**src/rtl/pcie_cap_pkg.sv**
```systemverilog
// Package: shared constants and the register-select type for the
// capability register block. Assumes a 32-bit register port.
package pcie_cap_pkg;
    localparam int DW          = 32;
    localparam int N_ERR       = 4;
    localparam int CTL_W       = 16;
    localparam int FLR_CAP_BIT = 28;
    localparam int FLR_CTL_BIT = 15;
    localparam int ERR_LSB     = 16;

    localparam logic [7:0]  CAP_ID   = 8'h10;
    localparam logic [7:0]  NEXT_PTR = 8'h00;
    localparam logic [15:0] CAP_VER  = 16'h0002;

    typedef enum logic [1:0] {
        SEL_HDR    = 2'd0,
        SEL_DEVCAP = 2'd1,
        SEL_CTLSTS = 2'd2,
        SEL_NONE   = 2'd3
    } reg_sel_e;
endpackage

```
**src/rtl/cap_addr_dec.sv**
```systemverilog
// Module: turns a dword index into a register select.
// Assumes: indices 0..2 are mapped, and every other index selects nothing.
module cap_addr_dec
    import pcie_cap_pkg::*;
#(
    parameter int IDX_W = 4
) (
    input  logic [IDX_W-1:0] idx,
    output reg_sel_e         sel
);
    // Decode the index into one of the three dwords or none.
    always_comb begin
        if (idx == IDX_W'(0))      sel = SEL_HDR;
        else if (idx == IDX_W'(1)) sel = SEL_DEVCAP;
        else if (idx == IDX_W'(2)) sel = SEL_CTLSTS;
        else                       sel = SEL_NONE;
    end
endmodule

```
**src/rtl/cap_ctl_reg.sv**
```systemverilog
// Module: device control storage and the reset-command pulse.
// Assumes: wr_ctl is a one-cycle write of the control/status dword. The
// command bit is never stored, so every write with it set fires a request.
module cap_ctl_reg
    import pcie_cap_pkg::*;
(
    input  logic             clk,
    input  logic             rst_n,
    input  logic             wr_ctl,
    input  logic [CTL_W-1:0] wdata,
    input  logic             flr_en,
    output logic [CTL_W-1:0] ctl,
    output logic             flr_req
);
    // Store the control bits, keeping the command bit at zero.
    always_ff @(posedge clk) begin
        if (!rst_n)      ctl <= '0;
        else if (wr_ctl) ctl <= {1'b0, wdata[FLR_CTL_BIT-1:0]};
    end

    // Register a one-cycle request for each enabled command write.
    always_ff @(posedge clk) begin
        if (!rst_n) flr_req <= 1'b0;
        else        flr_req <= wr_ctl && wdata[FLR_CTL_BIT] && flr_en;
    end
endmodule

```
**src/rtl/cap_err_sts.sv**
```systemverilog
// Module: error flags that events set and software clears by writing ones.
// Assumes: an event and a clear on the same flag in one cycle leave it set.
module cap_err_sts #(
    parameter int N = 4
) (
    input  logic         clk,
    input  logic         rst_n,
    input  logic         wr_ctl,
    input  logic [N-1:0] w1c,
    input  logic [N-1:0] evt,
    output logic [N-1:0] sts
);
    for (genvar i = 0; i < N; i++) begin : g_flag
        // Update one flag: an event sets it, a written one clears it.
        always_ff @(posedge clk) begin
            if (!rst_n)                sts[i] <= 1'b0;
            else if (evt[i])           sts[i] <= 1'b1;
            else if (wr_ctl && w1c[i]) sts[i] <= 1'b0;
        end
    end
endmodule

```
**src/rtl/cap_rd_mux.sv**
```systemverilog
// Module: builds the selected dword and registers it as read data.
// Assumes: the data is taken only on a read strobe and held otherwise.
module cap_rd_mux
    import pcie_cap_pkg::*;
(
    input  logic             clk,
    input  logic             rst_n,
    input  logic             rd,
    input  reg_sel_e         sel,
    input  logic             flr_en,
    input  logic [CTL_W-1:0] ctl,
    input  logic [N_ERR-1:0] sts,
    output logic [DW-1:0]    rdata
);
    logic [DW-1:0] rd_next;

    // Form the read value of the selected dword.
    always_comb begin
        rd_next = '0;
        unique case (sel)
            SEL_HDR:    rd_next = {CAP_VER, NEXT_PTR, CAP_ID};
            SEL_DEVCAP: rd_next[FLR_CAP_BIT] = flr_en;
            SEL_CTLSTS: rd_next = {{(DW-CTL_W-N_ERR){1'b0}}, sts, ctl};
            default:    rd_next = '0;
        endcase
    end

    // Capture the read value on a read strobe.
    always_ff @(posedge clk) begin
        if (!rst_n)  rdata <= '0;
        else if (rd) rdata <= rd_next;
    end
endmodule

```
**src/rtl/pcie_cap_regs.sv**
```systemverilog
// Module: top of the capability register block. It decodes the index and
// routes writes to the control and status stores and reads through the mux.
// Assumes: single-cycle strobes, synchronous active-low reset, and a static
// strap. A read in the same cycle as a write returns the pre-write value.
module pcie_cap_regs
    import pcie_cap_pkg::*;
#(
    parameter int IDX_W = 4
) (
    input  logic             clk,
    input  logic             rst_n,
    input  logic             flr_strap,
    input  logic [IDX_W-1:0] reg_idx,
    input  logic             reg_rd,
    input  logic             reg_wr,
    input  logic [DW-1:0]    reg_wdata,
    output logic [DW-1:0]    reg_rdata,
    input  logic [N_ERR-1:0] err_evt,
    output logic             flr_req
);
    reg_sel_e         sel;
    logic             wr_ctl;
    logic [CTL_W-1:0] ctl;
    logic [N_ERR-1:0] sts;
    logic             unused_wbits;

    assign unused_wbits = ^reg_wdata[DW-1:ERR_LSB+N_ERR];

    cap_addr_dec #(.IDX_W(IDX_W)) dec_i (.idx(reg_idx), .sel(sel));

    // Only the control/status dword accepts writes.
    assign wr_ctl = reg_wr && (sel == SEL_CTLSTS);

    cap_ctl_reg ctl_i (
        .clk(clk), .rst_n(rst_n), .wr_ctl(wr_ctl),
        .wdata(reg_wdata[CTL_W-1:0]), .flr_en(flr_strap),
        .ctl(ctl), .flr_req(flr_req)
    );

    cap_err_sts #(.N(N_ERR)) sts_i (
        .clk(clk), .rst_n(rst_n), .wr_ctl(wr_ctl),
        .w1c(reg_wdata[ERR_LSB +: N_ERR]), .evt(err_evt), .sts(sts)
    );

    cap_rd_mux rd_i (
        .clk(clk), .rst_n(rst_n), .rd(reg_rd), .sel(sel),
        .flr_en(flr_strap), .ctl(ctl), .sts(sts), .rdata(reg_rdata)
    );
endmodule

```
**config.mk**
```make
export PLATFORM = sky130hd
export DESIGN_NAME = pcie_cap_regs
export DESIGN_NICKNAME = d
export VERILOG_FILES = /design/src/rtl/pcie_cap_pkg.sv /design/src/rtl/cap_addr_dec.sv /design/src/rtl/cap_ctl_reg.sv /design/src/rtl/cap_err_sts.sv /design/src/rtl/cap_rd_mux.sv /design/src/rtl/pcie_cap_regs.sv
export SDC_FILE = /design/constraint.sdc
export NUM_CORES = 1
export LEC_CHECK = 0
export BUFFER_PORTS_ARGS = -buffer_cell sky130_fd_sc_hd__buf_2
export CORE_ASPECT_RATIO = 1.25
export CORE_MARGIN = 2
export CORE_UTILIZATION = 39
export DETAILED_ROUTE_END_ITERATION = 12
export GPL_TIMING_DRIVEN = 0
export PLACE_DENSITY = 0.68
export SYNTH_ARGS = -nofsm -noshare
export SYNTH_HDL_FRONTEND = slang
export SYNTH_HIERARCHICAL = 1
export SYNTH_SLANG_ARGS = --single-unit
```
**constraint.sdc**
```tcl
create_clock -name clk -period 2.4 [get_ports clk]
set_input_delay 0.6 -clock clk [delete_from_list [all_inputs] [get_ports clk]]
set_output_delay 0.6 -clock clk [all_outputs]
set_load 0.02 [all_outputs]
```
==> metrics.md <==
| Metric | Value |
|---|---|
| CTS clk-pin slew, worst paths | 0.07 ns |
| Die Wd | 64.4 µm |
| Fraction of layout cells with a size suffix above 1 | 32.7% |
| Post_cts resized | 0 |
| Area share of xor/xnor cells in the synthesized design | 0% |
| Top cell type's share of synthesized area | 46.2% |
| Die Span Y | 79.5 µm |
| GP Congestion | 0.740 |
| Final hold vios | 0 |
| DRT antenna net count | 0 |
| Critical Path Slowest Stage Cell | or3_1 |
| Yosys cell types | 23 |
| Clock power frac | 36.9% |
| Pwr Total | 1.32 mW |
| P per Cell Area | 583 nW/µm² |
| Final setup TNS | 0 ns |
| Largest family of logic cells by synthesized area | simple AND/OR/NAND/NOR gates |
| RSZ-0062 raised after global routing | no |
| Crit-path max cell delay | 0.45 ns |
| Port bufs | 54 |
| Logic gate share of total power | 10.2% |
| Pre-CTS WS | 0.143 ns |
| Switch Pwr | 298 µW |
| Largest net degree at the start of global routing | 15 |
| Peak supply drop | 401 µV |
| Max Fclk | 510 MHz |
| Ys Warns | 6 |
| Status | finished, final reports clean |
| Synth Area in Simple Gates | 21.1% |
| Synth top cells by count | 41 x dfxtp_1, 20 x nand2b_1, 18 x nand3_1, 17 x nor2b_1, 15 x mux2i_1 |
| Max-cap violations | 0 |
| Drt drc | 0 |
| Fin crit share | 81.7% |
| Total GRT Usage | 15.0% |
| Critical path data arrival time | 2.14 ns |
| DP HPWL | 2.63 mm |
| Nets | 295 |
| Post-synthesis cell area | 1780 µm² |
| Starting DRC count in detailed routing | 31 |
| Worst skew pair latency | 0.29 ns |
| Initial antenna violation count | 0 |
| Final WS setup | 0.440 ns |
| # rows | 27 |
| Seq/Total Area, Yosys | 46.2% |
| Count leader, synth | dfxtp_1 |
| Routed vias | 1380 |
| Sequential cell fraction of total power | 52.9% |
| Setup Skew | 0.00424 ns |
| CTS tree | done |
| Cts hold-fix bufs | 0 |
| Gate Count Post-Synth | 179 |
| Crit end category | register |
| WL final | 3.54 mm |
| #FFs+latches synth | 41 |
| Leakage | 0.969 nW |
| CP Buf/Inv Count | 3 |
| Die Area | 5110 µm² |
| Switching Fraction | 22.6% |
| Root Buffer | clkbuf_8 |
| Internal cell power | 1.02 mW |
| TritonCTS Sinks | 41 |
| Vias in the first global route | 1356 |
| CTS buffer count | 5 |
| Synth Area in Compound Gates | 12.0% |
| Main synth FF type | dfxtp_1 |
| Data required time of the worst path | 2.58 ns |
| Htree depth | 2 |
| Core area | 4390 µm² |
| Fraction of synthesized area in multiplexers | 8.45% |
| GR Overflow Total | 0 |
| CTS max path bufs | 2 |
| Area delta synth->final | 27.1% |
| Worst Hold Class | register to register |
| Ant diodes | 0 |
| Top post-synthesis cells by area | dfxtp_1 46%, mux2i_1 8.5%, nand2b_1 7.0% |
| CP Class | input port to register |
| CP top delay family | simple AND/OR/NAND/NOR gates |
| Crit path cell chain | buf_2 > or3_1 > and3b_1 > buf_6 > buf_12 > mux2i_1 > nor2b_1 |
| Avg Inst Size Synth | 9.93 µm² |
| Setup bufs post-CTS | 0 |
| Ys async rst share | 0% |
| Initial core utilization | 40.5% |
| Vias per cell | 4.47 |
| Startpoint class of the critical path | input port |
| CP Max Fanout | 10 |
| Post-Synth Adder-Cell Area | 0% |
| # setup viols final | 0 |
| Routed WL per cell | 11.5 µm |
| Final Max Tran Viols | 0 |
| Pre-antenna DRT Iters | 4 |
| First-pass GRT wire length | 5.98 mm |
| Biggest area consumer among synthesized cells | dfxtp_1 |
| Minimum clock period | 1.96 ns |
| Number of synthesized flops with an enable pin | 0 |
| IO Count | 78 |
-- metal layers --
| layer | global-route usage, % | part of all wire (%) | vias up |
|---|---|---|---|
| met5 | 0 | 0 | - |
| li1 | - | - | 718 |
| met3 | 4.51 | 8.4 | 5 |
| met4 | 6.38 | 1.4 | 0 |
| met2 | 25.2 | 48 | 48 |
| met1 | 17.8 | 42 | 609 |
-- worst register-to-register path: stages (launching register included) --
cell and delay (ns):
dfxtp_1 0.31, nor2b_1 0.12, o21a_1 0.18
-- final cells by class --
type,count,area [µm²]
fill,458,2130
sequential,41,821
multi-input combinational,119,783
timing repair buffer,54,270
buffer,23,188
clock buffer,7,96.3
tap,58,72.6
inverter,6,22.5
clock inverter,1,5.00
-- path summary, 6_finish.rpt --
path	start	to	slack, ns	cells after the start
setup / recovery	reg_idx[3]	ctl_i/ctl[8]	0.44	7
hold / removal	rd_i/rdata[7]	rd_i/rdata[7]	0.47	2
setup reg to reg	rd_i/rdata[17]	rd_i/rdata[17]	1.69	2
hold reg to reg	rd_i/rdata[7]	rd_i/rdata[7]	0.47	2
-- per-stage QoR --
stage / std cells / util (%) / instance area, µm² / hold slack (ns)
detailed placement: 301 / 49.1 / 2160 / 0.458
CTS: 309 / 51.4 / 2260 / 0.471
floorplan: 189 / - / 1810 / 0.455
finish: 309 / 51.4 / 2260 / 0.468
global route: 309 / 51.4 / 2260 / 0.489
global placement: 301 / 49.1 / 2160 / 0.455
-- power by group through the flow --
stage | Sequential (mW) | Combinational, mW | Clock, mW
final | 0.697 | 0.134 | 0.486
after global routing | 0.699 | 0.148 | 0.532
after CTS | 0.697 | 0.136 | 0.501
after detailed placement | 0.713 | 0.136 | 0
after global placement | 0.713 | 0.134 | 0
after floorplan | 0.714 | 0.0881 | 0
-- cells by family (layout without fill, tap and decap cells) --
kind of cell | after synthesis | after routing
AND/OR/NAND/NOR | 61 | 61
multiplexers | 15 | 15
other | 2 | 12
buffers and inverters | 29 | 91
AO/OA/AOI/OAI | 31 | 31
flip-flops | 41 | 41
-- cells in the final DEF, fill, tap and decap left out, types with 5 or more instances in the layout --
| cell | Yosys | final |
|---|---|---|
| buf_4 | 12 | 12 |
| nand2b_1 | 20 | 20 |
| a21boi_1 | 12 | 12 |
| nor2b_1 | 17 | 17 |
| mux2i_1 | 15 | 15 |
| dfxtp_1 | 41 | 41 |
| conb_1 | 2 | 12 |
| nand3_1 | 18 | 18 |
| inv_1 | 6 | 6 |
| buf_2 | 1 | 55 |
| clkbuf_1 | 5 | 5 |
| clkbuf_8 | 0 | 7 |
| a21boi_0 | 7 | 7 |
-- state kept, by name, indices dropped and copies added, names as in the netlist --
name	count
rd_i/rdata	21
ctl_i/ctl	15
ctl_i/flr_req	1
sts_i/sts	4
Power figures use the tool's default switching activity.
